<file path="src/rtl/sfifo_trig_ctrl.sv">
module sfifo_trig_ctrl #(
  parameter int DEPTH = 16,
  parameter int W     = 8
) (
  input  logic         clk,
  input  logic         rst_n,
  input  logic         tx_wr,
  input  logic [W-1:0] tx_wdata,
  input  logic         rx_rd,
  output logic [W-1:0] rx_rdata,
  input  logic [1:0]   tx_trig_sel,
  input  logic [1:0]   rx_trig_sel,
  input  logic         status_rd,
  input  logic         flag_wr,
  input  logic         flag_wdata_tx,
  input  logic         flag_wdata_rx,
  output logic         tx_req_flag,
  output logic         rx_full_flag,
  output logic [15:0]  fifo_count,
  input  logic         tx_pop,
  output logic [W-1:0] tx_data,
  output logic         tx_empty,
  input  logic         rx_push,
  input  logic [W-1:0] rx_data,
  output logic         rx_full
);
  localparam int CW = $clog2(DEPTH + 1);
  localparam int PW = $clog2(DEPTH);

  logic [W-1:0]  tx_mem [DEPTH];
  logic [W-1:0]  rx_mem [DEPTH];
  logic [PW-1:0] tx_wp, tx_rp, rx_wp, rx_rp;
  logic [CW-1:0] tx_cnt, rx_cnt, tx_thr, rx_thr;
  logic          tx_arm, rx_arm;

  function automatic logic [PW-1:0] nxt(input logic [PW-1:0] p);
    return (p == PW'(DEPTH - 1)) ? '0 : p + 1'b1;
  endfunction

  wire tx_in  = tx_wr   && (tx_cnt != CW'(DEPTH));
  wire tx_out = tx_pop  && (tx_cnt != '0);
  wire rx_in  = rx_push && (rx_cnt != CW'(DEPTH));
  wire rx_out = rx_rd   && (rx_cnt != '0);

  always_comb begin
    case (tx_trig_sel)
      2'd0:    tx_thr = CW'(DEPTH / 2);
      2'd1:    tx_thr = CW'(DEPTH / 4);
      2'd2:    tx_thr = CW'(DEPTH / 8);
      default: tx_thr = CW'(DEPTH / 16);
    endcase
    case (rx_trig_sel)
      2'd0:    rx_thr = CW'(1);
      2'd1:    rx_thr = CW'(DEPTH / 4);
      2'd2:    rx_thr = CW'(DEPTH / 2);
      default: rx_thr = CW'(DEPTH - 2);
    endcase
  end

  wire tx_cond = tx_cnt <= tx_thr;
  wire rx_cond = rx_cnt >= rx_thr;
  wire tx_try  = flag_wr && !flag_wdata_tx;
  wire rx_try  = flag_wr && !flag_wdata_rx;

  always_ff @(posedge clk) begin
    if (tx_in) tx_mem[tx_wp] <= tx_wdata;
    if (rx_in) rx_mem[rx_wp] <= rx_data;
  end

  always_ff @(posedge clk) begin
    if (!rst_n) begin
      tx_wp <= '0; tx_rp <= '0; tx_cnt <= '0;
      rx_wp <= '0; rx_rp <= '0; rx_cnt <= '0;
    end else begin
      if (tx_in)  tx_wp <= nxt(tx_wp);
      if (tx_out) tx_rp <= nxt(tx_rp);
      if (rx_in)  rx_wp <= nxt(rx_wp);
      if (rx_out) rx_rp <= nxt(rx_rp);
      tx_cnt <= tx_cnt + CW'(tx_in) - CW'(tx_out);
      rx_cnt <= rx_cnt + CW'(rx_in) - CW'(rx_out);
    end
  end

  always_ff @(posedge clk) begin
    if (!rst_n) begin
      tx_req_flag <= 1'b0; rx_full_flag <= 1'b0;
      tx_arm <= 1'b0;      rx_arm <= 1'b0;
    end else begin
      tx_req_flag  <= tx_cond || (tx_req_flag && !(tx_try && tx_arm));
      rx_full_flag <= rx_cond || (rx_full_flag && !(rx_try && rx_arm));
      tx_arm <= (status_rd && tx_req_flag) || (tx_arm && !tx_try);
      rx_arm <= (status_rd && rx_full_flag) || (rx_arm && !rx_try);
    end
  end

  assign fifo_count = {8'(tx_cnt), 8'(rx_cnt)};
  assign tx_data    = tx_mem[tx_rp];
  assign rx_rdata   = rx_mem[rx_rp];
  assign tx_empty   = tx_cnt == '0;
  assign rx_full    = rx_cnt == CW'(DEPTH);
endmodule


</file>
<file path="config.mk">
export PLATFORM = sky130hd
export DESIGN_NAME = sfifo_trig_ctrl
export DESIGN_NICKNAME = d
export VERILOG_FILES = /design/src/rtl/sfifo_trig_ctrl.sv
export SDC_FILE = /design/constraint.sdc
export NUM_CORES = 1
export LEC_CHECK = 0
export BUFFER_PORTS_ARGS = -buffer_cell sky130_fd_sc_hd__buf_2
export CAP_MARGIN = 10
export CORE_MARGIN = 2
export CORE_UTILIZATION = 50
export DETAILED_ROUTE_END_ITERATION = 12
export PLACE_DENSITY = 0.69
export SLEW_MARGIN = 20
export SYNTH_ARGS = -nofsm -noshare
export SYNTH_HDL_FRONTEND = slang
export SYNTH_SLANG_ARGS = --single-unit
</file>
<file path="constraint.sdc">
create_clock -name clk -period 6.9 [get_ports clk]
set_clock_uncertainty 0.1 [all_clocks]
set_input_delay 0.345 -clock clk [delete_from_list [all_inputs] [get_ports clk]]
set_output_delay 0.345 -clock clk [all_outputs]
set_load 0.01 [all_outputs]
</file>
==> flow_summary.rst, run 1 <==
.. list-table::
   :header-rows: 1

   * - Metric
     - Value
   * - Clock period minus final worst setup slack
     - between 3 and 4 ns
   * - # DRC
     - 0
   * - RSZ-0062 raised after global routing
     - no
   * - Most used flip-flop cell after synthesis
     - edfxtp_1
   * - Power density over the cells
     - approximately 340 nW/um2
   * - Fraction of final layout cells sized beyond drive strength 1
     - 0.198
   * - Number of global-route vias before repair
     - roughly 6500
   * - Achievable frequency
     - approximately 0.3 GHz
   * - Width of the die
     - around 160 um
   * - Clk Latency, worst-skew pair
     - ~0.54 ns
   * - Share of flip-flops with an asynchronous set or reset
     - 0
   * - Routed WL per cell
     - ~21 um
   * - Total number of nets in the final design
     - between 800 and 900
   * - Total die area
     - 25300 um2
   * - Maximum level of the CTS H-tree
     - 1
   * - Worst R2R Path Depth
     - 14
   * - Setup violations, final
     - 0
   * - Worst hold stages
     - 3
   * - Worst path required time
     - between 7 and 8 ns
   * - Initial DRT Pass Iterations
     - 5
   * - Clock-pin slew reported for the worst setup and hold paths after clock tree synthesis
     - 0.06 ns
   * - Placeable core region
     - ~24000 um2
   * - Peak VDD IR
     - between 0.2 and 0.25 mV
   * - Maximum number of pins on one net before global-route repair
     - 33
   * - Max-slew violation total from the final report
     - 0
   * - Clock power frac
     - 0.354
   * - Max-capacitance violation count
     - 0
   * - Seq/Total Area, Yosys
     - 0.702
   * - Top-level I/O count
     - 66
   * - Row count
     - 56
   * - Buffer depth of the longest clock path
     - 3
   * - Worst slew pin tran
     - 0.951 ns
   * - Internal cell power
     - roughly 3.4 mW
   * - Fin Setup TNS
     - 0 ns
   * - Syn_area_per_cell
     - ~18 um2
   * - Crit path launch type
     - register
   * - Reg power frac
     - 0.470
   * - Per-cell via count in the routed design
     - about 5.7
   * - #FFs+latches synth
     - between 200 and 300
   * - Share of the clock period used by the worst path
     - 0.475
   * - Static Leakage
     - approximately 4.7 nW
   * - Clock buffer count from CTS
     - 29
   * - Proportion of total power due to net switching
     - 0.255
   * - Post-cts gate resize count
     - 0
   * - Number of antenna diodes
     - 0
   * - Wire length of the first global-routing pass
     - roughly 36 mm
   * - GPL Wtd Cong
     - 0.775
   * - Data arrival time of the critical path
     - about 3.6 ns
   * - Total routed wirelength
     - 22.6 mm
   * - Area of the mapped netlist
     - 12000 um2
   * - Status
     - completed
   * - Startpoint of the most critical register-to-register path
     - rx_cnt[3]
   * - Number of enable flip-flop cells after synthesis
     - ~260
   * - Combinational share of power
     - 0.176
   * - Routed Antenna Nets
     - 0
   * - Terminus of the critical flop-to-flop path
     - rx_cnt[4]
   * - Number of antenna violations at the first check in global routing
     - 0
   * - Startpoint of the lowest-slack hold path
     - flag_wdata_tx
   * - Aggregate global routing overflow
     - 0
   * - GRT Total Usage
     - 0.180
   * - Startpoint-to-endpoint class of the critical path
     - register to register
   * - Kind of capture point of the worst setup path
     - register
   * - Buffer cell driving the clock tree root
     - clkbuf_16
   * - Area growth syn-to-layout
     - 13.1%
   * - Detailed placement HPWL
     - approximately 15 mm
   * - Total power of the final layout
     - ~4.6 mW
   * - CTS tree
     - done
   * - Number of port buffers
     - ~60
   * - Clock sink count
     - ~290
   * - Post-Synthesis Cells
     - between 600 and 700
   * - Starting DRT DRC Count
     - 438
   * - Worst rel slew slack
     - 0.363
   * - Register-to-register setup slack
     - roughly 3.6 ns
   * - Net switching power of the design
     - approximately 1.2 mW
   * - Unique cell type count in the Yosys netlist
     - 53
   * - Critical-path maximum fanout
     - 5
   * - Final hold viol count
     - 0
   * - Warnings from Yosys
     - 0
   * - Chip Height
     - between 150 and 200 um
   * - Total via count after detailed routing
     - between 6000 and 7000
   * - Initial cell density of the core
     - 0.511
   * - Path type of the worst min-delay path
     - input port to register
   * - End of the worst hold path
     - tx_arm
-- power groups by stage --
stage / sequential (mW) / clock (mW) / combinational, mW
3_3_place_gp: 2.19 / 0 / 0.776
2_1_floorplan: 2.12 / 0 / 0.633
6_report: 2.16 / 1.63 / 0.809
3_5_place_dp: 2.20 / 0 / 0.801
4_1_cts: 2.17 / 1.66 / 0.812
5_1_grt: 2.18 / 1.73 / 0.892
-- what timing repair did --
action	CTS	global route
hold buffers	3	0
setup endpoints to repair	0	0
setup buffers	0	0
endpoints found under the hold margin	3	0
-- flip-flops by register name (all words and copies together) (netlist names), named ones only --
name and cells:
rx_rp 4, tx_cnt 5, rx_wp 4, tx_mem 128, tx_wp 4, tx_rp 4
tx_req_flag 1, rx_arm 1, rx_cnt 5, rx_full_flag 1, rx_mem 128, tx_arm 1
-- how the worst max path moves through the flow --
stage / from / endpoint / slack [ns] / cells after the start
floorplan: rx_cnt[3] / rx_cnt[4] / 3.95 / 14
CTS: register / tx_data[2] / 3.56 / 4
detailed placement: rx_cnt[2] / rx_cnt[4] / 3.65 / 14
global placement: rx_cnt[3] / rx_cnt[4] / 3.85 / 14
finish: rx_cnt[3] / rx_cnt[4] / 3.62 / 14
global route: rx_cnt[2] / rx_cnt[4] / 3.36 / 14
-- cell type report --
| cell class | instances | area (um2) |
|---|---|---|
| fillers | 1779 | 9940 |
| flip-flops and latches | 294 | 8460 |
| multi-input cells | 321 | 3270 |
| clock buffers | 32 | 737 |
| well taps | 319 | 399 |
| repair buffers | 67 | 363 |
| clock inverters | 22 | 259 |
| inverters | 32 | 120 |
-- critical path, cell delays in order, from the launching register on --
cell and delay [ns]:
dfxtp_1 0.34, inv_1 0.11, ha_1 0.19, or3b_2 0.46, o21ai_2 0.21, inv_1 0.13
ha_1 0.28, inv_1 0.06, ha_1 0.15, inv_1 0.06, fa_1 0.42, nand2b_1 0.17
a21oi_1 0.20, o21ai_0 0.10, nor3b_1 0.15
-- Yosys cell counts (2+ instances only) --
master	count	area, um2
a21o_1	4	30.0
a21oi_1	20	100
a22oi_1	32	240
a311o_1	2	20.0
a32o_1	2	20.0
and2_1	18	113
and3_1	4	25.0
buf_1	4	15.0
buf_2	3	15.0
buf_4	8	60.1
buf_6	6	67.6
clkbuf_1	7	26.3
clkdlybuf4s25_2	3	30.0
dfxtp_1	38	761
edfxtp_1	256	7690
fa_1	2	40.0
ha_1	30	375
inv_1	31	116
mux4_1	29	762
mux4_2	35	788
nand2_1	42	158
nand2b_1	7	43.8
nand3_1	9	45.0
nand3b_1	2	15.0
nor2_1	26	97.6
nor2b_1	3	18.8
nor3_1	9	45.0
nor3b_1	4	30.0
o21ai_0	6	30.0
xnor2_1	5	43.8
xor2_1	4	35.0
-- cell families after synthesis --
| family | after synthesis | share of synthesized area |
|---|---|---|
| AO/OA/AOI/OAI | 75 | 0.0429 |
| XOR/XNOR | 9 | 0.00655 |
| adder cells (fa/ha/maj) | 32 | 0.0345 |
| buffers and inverters | 63 | 0.0278 |
| flip-flops | 294 | 0.702 |
| multiplexers | 65 | 0.130 |
| other | 1 | 0.000312 |
| AND/OR/NAND/NOR | 134 | 0.0562 |
-- routing by layer --
metal / global-route usage / vias to the layer above / share of wire
li1: - / 2800 / -
met1: 0.254 / 3189 / 0.44
met2: 0.302 / 181 / 0.49
met3: 0.0250 / 27 / 0.054
met4: 0.0421 / 0 / 0.015
met5: 0 / - / 0
-- stage by stage --
step	instances	instance area (um2)	hold WS, ns	setup slack, ns	util
6_report	1087	13600	0.0309	3.62	0.578
5_1_grt	1087	13600	0.0294	3.36	0.578
4_1_cts	1087	13600	0.0220	3.56	0.578
3_5_place_dp	1030	12600	0.368	3.65	0.534
3_3_place_gp	1030	12600	0.356	3.85	0.534
2_1_floorplan	678	12100	0.344	3.95	-
-- cell usage in the layout, fill, tap and decap left out, drive strengths merged, types with 9 or more instances in the layout --
cell type / instances
mux4: 64
a21oi: 20
a22oi: 32
edfxtp: 256
clkinv: 14
and2: 18
buf: 64
nor3: 9
inv: 34
ha: 30
nand2: 42
nand3: 9
nor2: 26
dfxtp: 38
clkbuf: 32
Note: power is estimated with default switching activity, not from simulation.
==> run 2, diff against run 1 <==
==> constraint.sdc (replaced) <==
create_clock -name clk -period 3.4 [get_ports clk]
set_clock_uncertainty 0.1 [all_clocks]
set_input_delay 0.17 -clock clk [delete_from_list [all_inputs] [get_ports clk]]
set_output_delay 0.17 -clock clk [all_outputs]
set_load 0.01 [all_outputs]
==> flow_summary.rst, run 2 (synthesized netlist as in run 1, its figures left out) <==
.. list-table::
   :header-rows: 1

   * - Metric
     - Value
   * - Status
     - completed
   * - Final hold viol count
     - 0
   * - Worst path required time
     - roughly 3.7 ns
   * - Commonest non-fill, non-tap cells in the layout
     - edfxtp_1 (256), buf_2 (59), nand2_1 (42)
   * - Achievable frequency
     - 0.315 GHz
   * - Clock sink count
     - between 200 and 300
   * - Routed WL per cell
     - approximately 20 um
   * - Combinational share of power
     - 0.197
   * - Total number of nets in the final design
     - ~840
   * - Wire length of the first global-routing pass
     - approximately 36 mm
   * - Worst slack, placed
     - 0.223 ns
   * - Total buffers and inverters traversed by the critical path
     - 4
   * - Net switching power of the design
     - ~2.4 mW
   * - Buffer depth of the longest clock path
     - 3
   * - Clock-pin slew reported for the worst setup and hold paths after clock tree synthesis
     - 0.06 ns
   * - Maximum level of the CTS H-tree
     - 1
   * - Clk Latency, worst-skew pair
     - 0.54 ns
   * - Width of the die
     - 159 um
   * - # DRC
     - 0
   * - Top delay family on crit path
     - adder cells
   * - Max-slew violation total from the final report
     - 0
   * - Final cell utilization of the core
     - 0.588
   * - Internal cell power
     - between 6 and 7 mW
   * - GPL Wtd Cong
     - 0.764
   * - Row count
     - 56
   * - Number of antenna diodes
     - 0
   * - Detailed placement HPWL
     - 14.7 mm
   * - Data arrival time of the critical path
     - about 3.5 ns
   * - Routed Antenna Nets
     - 0
   * - Area growth syn-to-layout
     - 15.0%
   * - Fraction of final layout cells sized beyond drive strength 1
     - 0.196
   * - Peak VDD IR
     - just over 0.5 mV
   * - Clock buffer count from CTS
     - 29
   * - Maximum number of pins on one net before global-route repair
     - 33
   * - Largest stage delay, worst path
     - between 0.4 and 0.5 ns
   * - Cell occurring most often along the worst timing path
     - inv_1
   * - Setup violations, final
     - 0
   * - Number of global-route vias before repair
     - around 6500
   * - Non-filler instance count after layout
     - approximately 1100
   * - Critical-path maximum fanout
     - 4
   * - Total via count after detailed routing
     - approximately 6000
   * - Startpoint-to-endpoint class of the critical path
     - register to register
   * - Path type of the worst min-delay path
     - input port to register
   * - Total die area
     - 25300 um2
   * - Placed insts
     - ~1000
   * - GRT Total Usage
     - 0.180
   * - Total routed wirelength
     - between 20 and 25 mm
   * - Buffer cell driving the clock tree root
     - clkbuf_16
   * - Proportion of total power due to net switching
     - 0.263
   * - Share of the clock period used by the worst path
     - 0.932
   * - Reg power frac
     - 0.467
   * - Aggregate global routing overflow
     - 0
   * - Fin Setup TNS
     - 0 ns
   * - Static Leakage
     - a little under 5 nW
   * - Power density over the cells
     - 666 nW/um2
   * - Kind of capture point of the worst setup path
     - register
   * - Placeable core region
     - between 20000 and 25000 um2
   * - Clock power frac
     - 0.337
   * - Top-level I/O count
     - 66
   * - Number of port buffers
     - 59
   * - Worst rel slew slack
     - 0.434
   * - Starting DRT DRC Count
     - ~420
   * - Critical Path, Cell by Cell
     - inv_1 -> ha_1 -> or3b_2 -> o21ai_4 -> inv_1 -> ha_1 -> inv_1 -> ha_1 -> inv_1 -> fa_1 -> nand2b_1 -> a21oi_2 -> o21ai_0 -> nor3b_1
   * - Cell at the slowest stage of the critical path
     - or3b_2
   * - Chip Height
     - 159 um
   * - Crit path launch type
     - register
   * - Number of antenna violations at the first check in global routing
     - 0
   * - Initial DRT Pass Iterations
     - 5
   * - Most frequent standard cell in the layout excluding fill and tap cells
     - edfxtp_1
   * - Smallest setup slack after layout
     - roughly 0.23 ns
   * - Top flop regs
     - rx_mem: 128 flops, tx_mem: 128 flops
   * - Per-cell via count in the routed design
     - 5.55
   * - Worst slew pin tran
     - between 0.8 and 0.9 ns
   * - CTS tree
     - done
   * - Initial cell density of the core
     - 0.511
   * - Max-capacitance violation count
     - 0
   * - Clock period minus final worst setup slack
     - 3.17 ns
## run 2: cell count changes in the layout (fill, tap and decap cells not counted), sizes merged
cell / before / now
buf: 64 / 69
bufinv: 6 / 3
clkinv: 14 / 15
dlygate4sd3: 3 / 26
## run 2: power groups by stage
| stage | sequential, mW | combinational, mW | clock [mW] |
|---|---|---|---|
| after floorplan | 4.31 | 1.29 | 0 |
| after global placement | 4.35 | 1.70 | 0 |
| after detailed placement | 4.38 | 1.77 | 0 |
| after CTS | 4.30 | 1.81 | 3.15 |
| after global routing | 4.32 | 2.00 | 3.31 |
| final | 4.30 | 1.81 | 3.10 |
## run 2: per-stage QoR
stage / area [um2] / hold slack (ns) / power [mW]
floorplan: 12100 / 0.169 / 5.59
global placement: 12600 / 0.334 / 6.05
detailed placement: 12600 / 0.349 / 6.15
CTS: 13800 / 0.00160 / 9.26
global route: 13800 / 0.0453 / 9.63
finish: 13800 / 0.0170 / 9.21
## run 2: final timing paths
kind                                     start           end  slack (ns)  depth (start not counted)
worst max-delay path                 rx_cnt[3]     rx_cnt[4]        0.23                         14
worst min-delay path            rx_trig_sel[0]  rx_full_flag        0.02                          5
worst max register to register       rx_cnt[3]     rx_cnt[4]        0.23                         14
worst min register to register     tx_req_flag        tx_arm        0.41                          2
## run 2: worst register-to-register path, delay by kind of cell, from the launching register on
kind / cells / cell delay (ns)
buffers and inverters: 4 / 0.32
AOI/OAI and AO/OA: 3 / 0.44
and+or+nand+nor: 3 / 0.79
DFF: 1 / 0.35
adders and majority gates: 4 / 1.02
## run 2: final cells by class
class	instances	area (um2)
Clock buffer	32	737
Clock inverter	20	189
Fill cell	1743	9710
Inverter	32	120
Multi-Input combinational cell	321	3280
Sequential cell	294	8450
Tap cell	319	399
Timing Repair Buffer	95	656
## run 2: timing repair
action | in CTS | in global routing
buffers inserted | 0 | 2
endpoints found under the hold margin | 284 | 0
setup endpoints to repair | 0 | 1
resized for setup | 0 | 2
hold buffers | 26 | 0
## run 2: metal layers
layer | global-route usage | wire length (um) | up-vias
met3 | 0.0268 | 1050 | 31
met1 | 0.250 | 9970 | 3145
li1 | - | - | 2859
met4 | 0.0355 | 283 | 0
met2 | 0.307 | 11300 | 145
met5 | 0 | 0 | -
==> run 3, diff against run 2 <==
--- a/config.mk
+++ b/config.mk
@@ -7,7 +7,6 @@
 export LEC_CHECK = 0
 export BUFFER_PORTS_ARGS = -buffer_cell sky130_fd_sc_hd__buf_2
 export CAP_MARGIN = 10
-export CORE_MARGIN = 2
 export CORE_UTILIZATION = 50
 export DETAILED_ROUTE_END_ITERATION = 12
 export PLACE_DENSITY = 0.69
==> flow_summary.rst, run 3 (synthesized netlist as in run 1, its figures left out) <==
.. list-table::
   :header-rows: 1

   * - Metric
     - Value
   * - RSZ-0062 raised after global routing
     - no
   * - Clock sink count
     - about 290
   * - Worst rel slew slack
     - 0.420
   * - Placeable core region
     - approximately 24000 um2
   * - Clock-pin slew reported for the worst setup and hold paths after clock tree synthesis
     - ~0.06 ns
   * - Detailed placement HPWL
     - about 15 mm
   * - Total die area
     - around 25000 um2
   * - Kind of capture point of the worst setup path
     - register
   * - Reg power frac
     - 0.471
   * - Number of global-route vias before repair
     - roughly 6500
   * - Area growth syn-to-layout
     - 14.9%
   * - Routed Antenna Nets
     - 0
   * - Total number of nets in the final design
     - roughly 840
   * - Clock period minus final worst setup slack
     - between 3 and 4 ns
   * - Per-cell via count in the routed design
     - 5.64
   * - Terminus of the critical flop-to-flop path
     - tx_cnt[4]
   * - Startpoint of the most critical register-to-register path
     - tx_cnt[2]
   * - Most frequent standard cell in the layout excluding fill and tap cells
     - edfxtp_1
   * - Number of port buffers
     - 59
   * - Initial DRT Pass Iterations
     - 5
   * - Power density over the cells
     - 659 nW/um2
   * - Clock power frac
     - 0.330
   * - Number of antenna diodes
     - 0
   * - Smallest setup slack after layout
     - about 0.23 ns
   * - Buffer depth of the longest clock path
     - 3
   * - Worst path required time
     - 3.69 ns
   * - Row count
     - 56
   * - Worst hold stages
     - 5
   * - Top flop regs
     - rx_mem: 128 flops, tx_mem: 128 flops
   * - Startpoint-to-endpoint class of the critical path
     - register to register
   * - Data arrival time of the critical path
     - 3.46 ns
   * - Achievable frequency
     - approximately 0.32 GHz
   * - Register-to-register setup slack
     - between 0.2 and 0.25 ns
   * - Total routed wirelength
     - about 22 mm
   * - Final hold viol count
     - 0
   * - Fin Setup TNS
     - 0 ns
   * - Starting DRT DRC Count
     - approximately 450
   * - Static Leakage
     - ~4.8 nW
   * - Commonest non-fill, non-tap cells in the layout
     - edfxtp_1 (256), buf_2 (59), nand2_1 (42)
   * - Worst slack, placed
     - approximately 0.19 ns
   * - Peak VDD IR
     - roughly 0.43 mV
   * - Clk Latency, worst-skew pair
     - 0.54 ns
   * - Total via count after detailed routing
     - between 6000 and 7000
   * - Routed WL per cell
     - ~20 um
   * - Proportion of total power due to net switching
     - 0.263
   * - GRT Total Usage
     - 0.189
   * - Number of antenna violations at the first check in global routing
     - 0
   * - Share of the clock period used by the worst path
     - 0.932
   * - GPL Wtd Cong
     - ~0.76
   * - Crit path launch type
     - register
   * - Aggregate global routing overflow
     - 0
   * - Startpoint of the lowest-slack hold path
     - rx_trig_sel[1]
   * - Internal cell power
     - 6.72 mW
   * - Worst R2R Path Depth
     - 14
   * - Net switching power of the design
     - around 2.4 mW
   * - Wire length of the first global-routing pass
     - 35.2 mm
   * - Buffer cell driving the clock tree root
     - clkbuf_16
   * - End of the worst hold path
     - rx_full_flag
   * - Setup violations, final
     - 0
   * - CTS tree
     - done
   * - Worst slew pin tran
     - slightly below 0.9 ns
   * - Maximum level of the CTS H-tree
     - 1
   * - Critical-path maximum fanout
     - 6
   * - Chip Height
     - around 160 um
   * - Fraction of final layout cells sized beyond drive strength 1
     - 0.196
   * - Source of the critical timing path
     - tx_cnt[2]
   * - Status
     - completed
   * - Initial cell density of the core
     - 0.511
   * - Combinational share of power
     - 0.199
   * - Width of the die
     - ~160 um
   * - Maximum number of pins on one net before global-route repair
     - 33
   * - Max-capacitance violation count
     - 0
   * - # DRC
     - 0
   * - Path type of the worst min-delay path
     - input port to register
   * - Clock buffer count from CTS
     - 30
   * - Worst hold slack
     - between 0.015 and 0.02 ns
   * - Top-level I/O count
     - between 60 and 70
   * - Max-slew violation total from the final report
     - 0
[run 3: changes by cell type in the layout (fill, tap and decap cells not counted), moves of 2 or more]
cell / delta
bufinv_16: -2
clkbuf_1: +3
clkbuf_16: +2
clkinv_1: -4
clkinv_4: -3
clkinvlp_4: +4
dlygate4sd3_1: +2
[run 3: layer usage]
layer / share of wire / track usage / vias up
li1: - / - / 2871
met1: 0.44 / 0.263 / 3200
met2: 0.49 / 0.311 / 170
met3: 0.049 / 0.0284 / 39
met4: 0.021 / 0.0532 / 0
met5: 0 / 0 / -
[run 3: how the worst max path moves through the flow]
stage	to	slack [ns]	cells after the start
floorplan	rx_cnt[4]	0.45	14
global placement	rx_cnt[4]	0.35	14
detailed placement	rx_cnt[4]	0.19	14
CTS	rx_cnt[4]	0.18	14
global route	rx_cnt[4]	0.01	14
finish	tx_cnt[4]	0.23	14
[run 3: what timing repair did]
item	CTS	global route
setup endpoints to repair	0	1
resized for setup	0	2
hold buffers	28	0
buffers inserted	0	1
hold endpoints to repair	282	0
[run 3: layout make-up]
type | instances | area, um2
flip-flops and latches | 294 | 8450
repair buffers | 96 | 668
fillers | 1792 | 9720
inverters | 32 | 120
multi-input cells | 321 | 3280
clock inverters | 15 | 108
well taps | 319 | 399
clock buffers | 37 | 798
[run 3: power by group through the flow]
| stage | Combinational [mW] | Clock [mW] | Sequential [mW] |
|---|---|---|---|
| after floorplan | 1.29 | 0 | 4.31 |
| after global placement | 1.70 | 0 | 4.36 |
| after detailed placement | 1.76 | 0 | 4.38 |
| after CTS | 1.81 | 3.07 | 4.30 |
| after global routing | 2.01 | 3.21 | 4.33 |
| final | 1.81 | 3.01 | 4.30 |
[run 3: critical path: stages (launching register included)]
cell and delay (ns):
dfxtp_1 0.35, inv_1 0.09, ha_1 0.15, or4b_4 0.48
nand2_1 0.19, inv_1 0.07, ha_1 0.27, inv_1 0.06
ha_1 0.16, inv_1 0.06, fa_1 0.42, nand2b_1 0.18
a21oi_1 0.20, o21ai_0 0.10, nor3b_1 0.14
[run 3: per-stage QoR]
stage / util / cell area (um2) / power [mW] / instances
after global routing: 0.587 / 13800 / 9.55 / 1114
after detailed placement: 0.536 / 12600 / 6.14 / 1033
after global placement: 0.536 / 12600 / 6.06 / 1033
after CTS: 0.586 / 13800 / 9.17 / 1113
final: 0.587 / 13800 / 9.12 / 1114
after floorplan: - / 12100 / 5.59 / 678
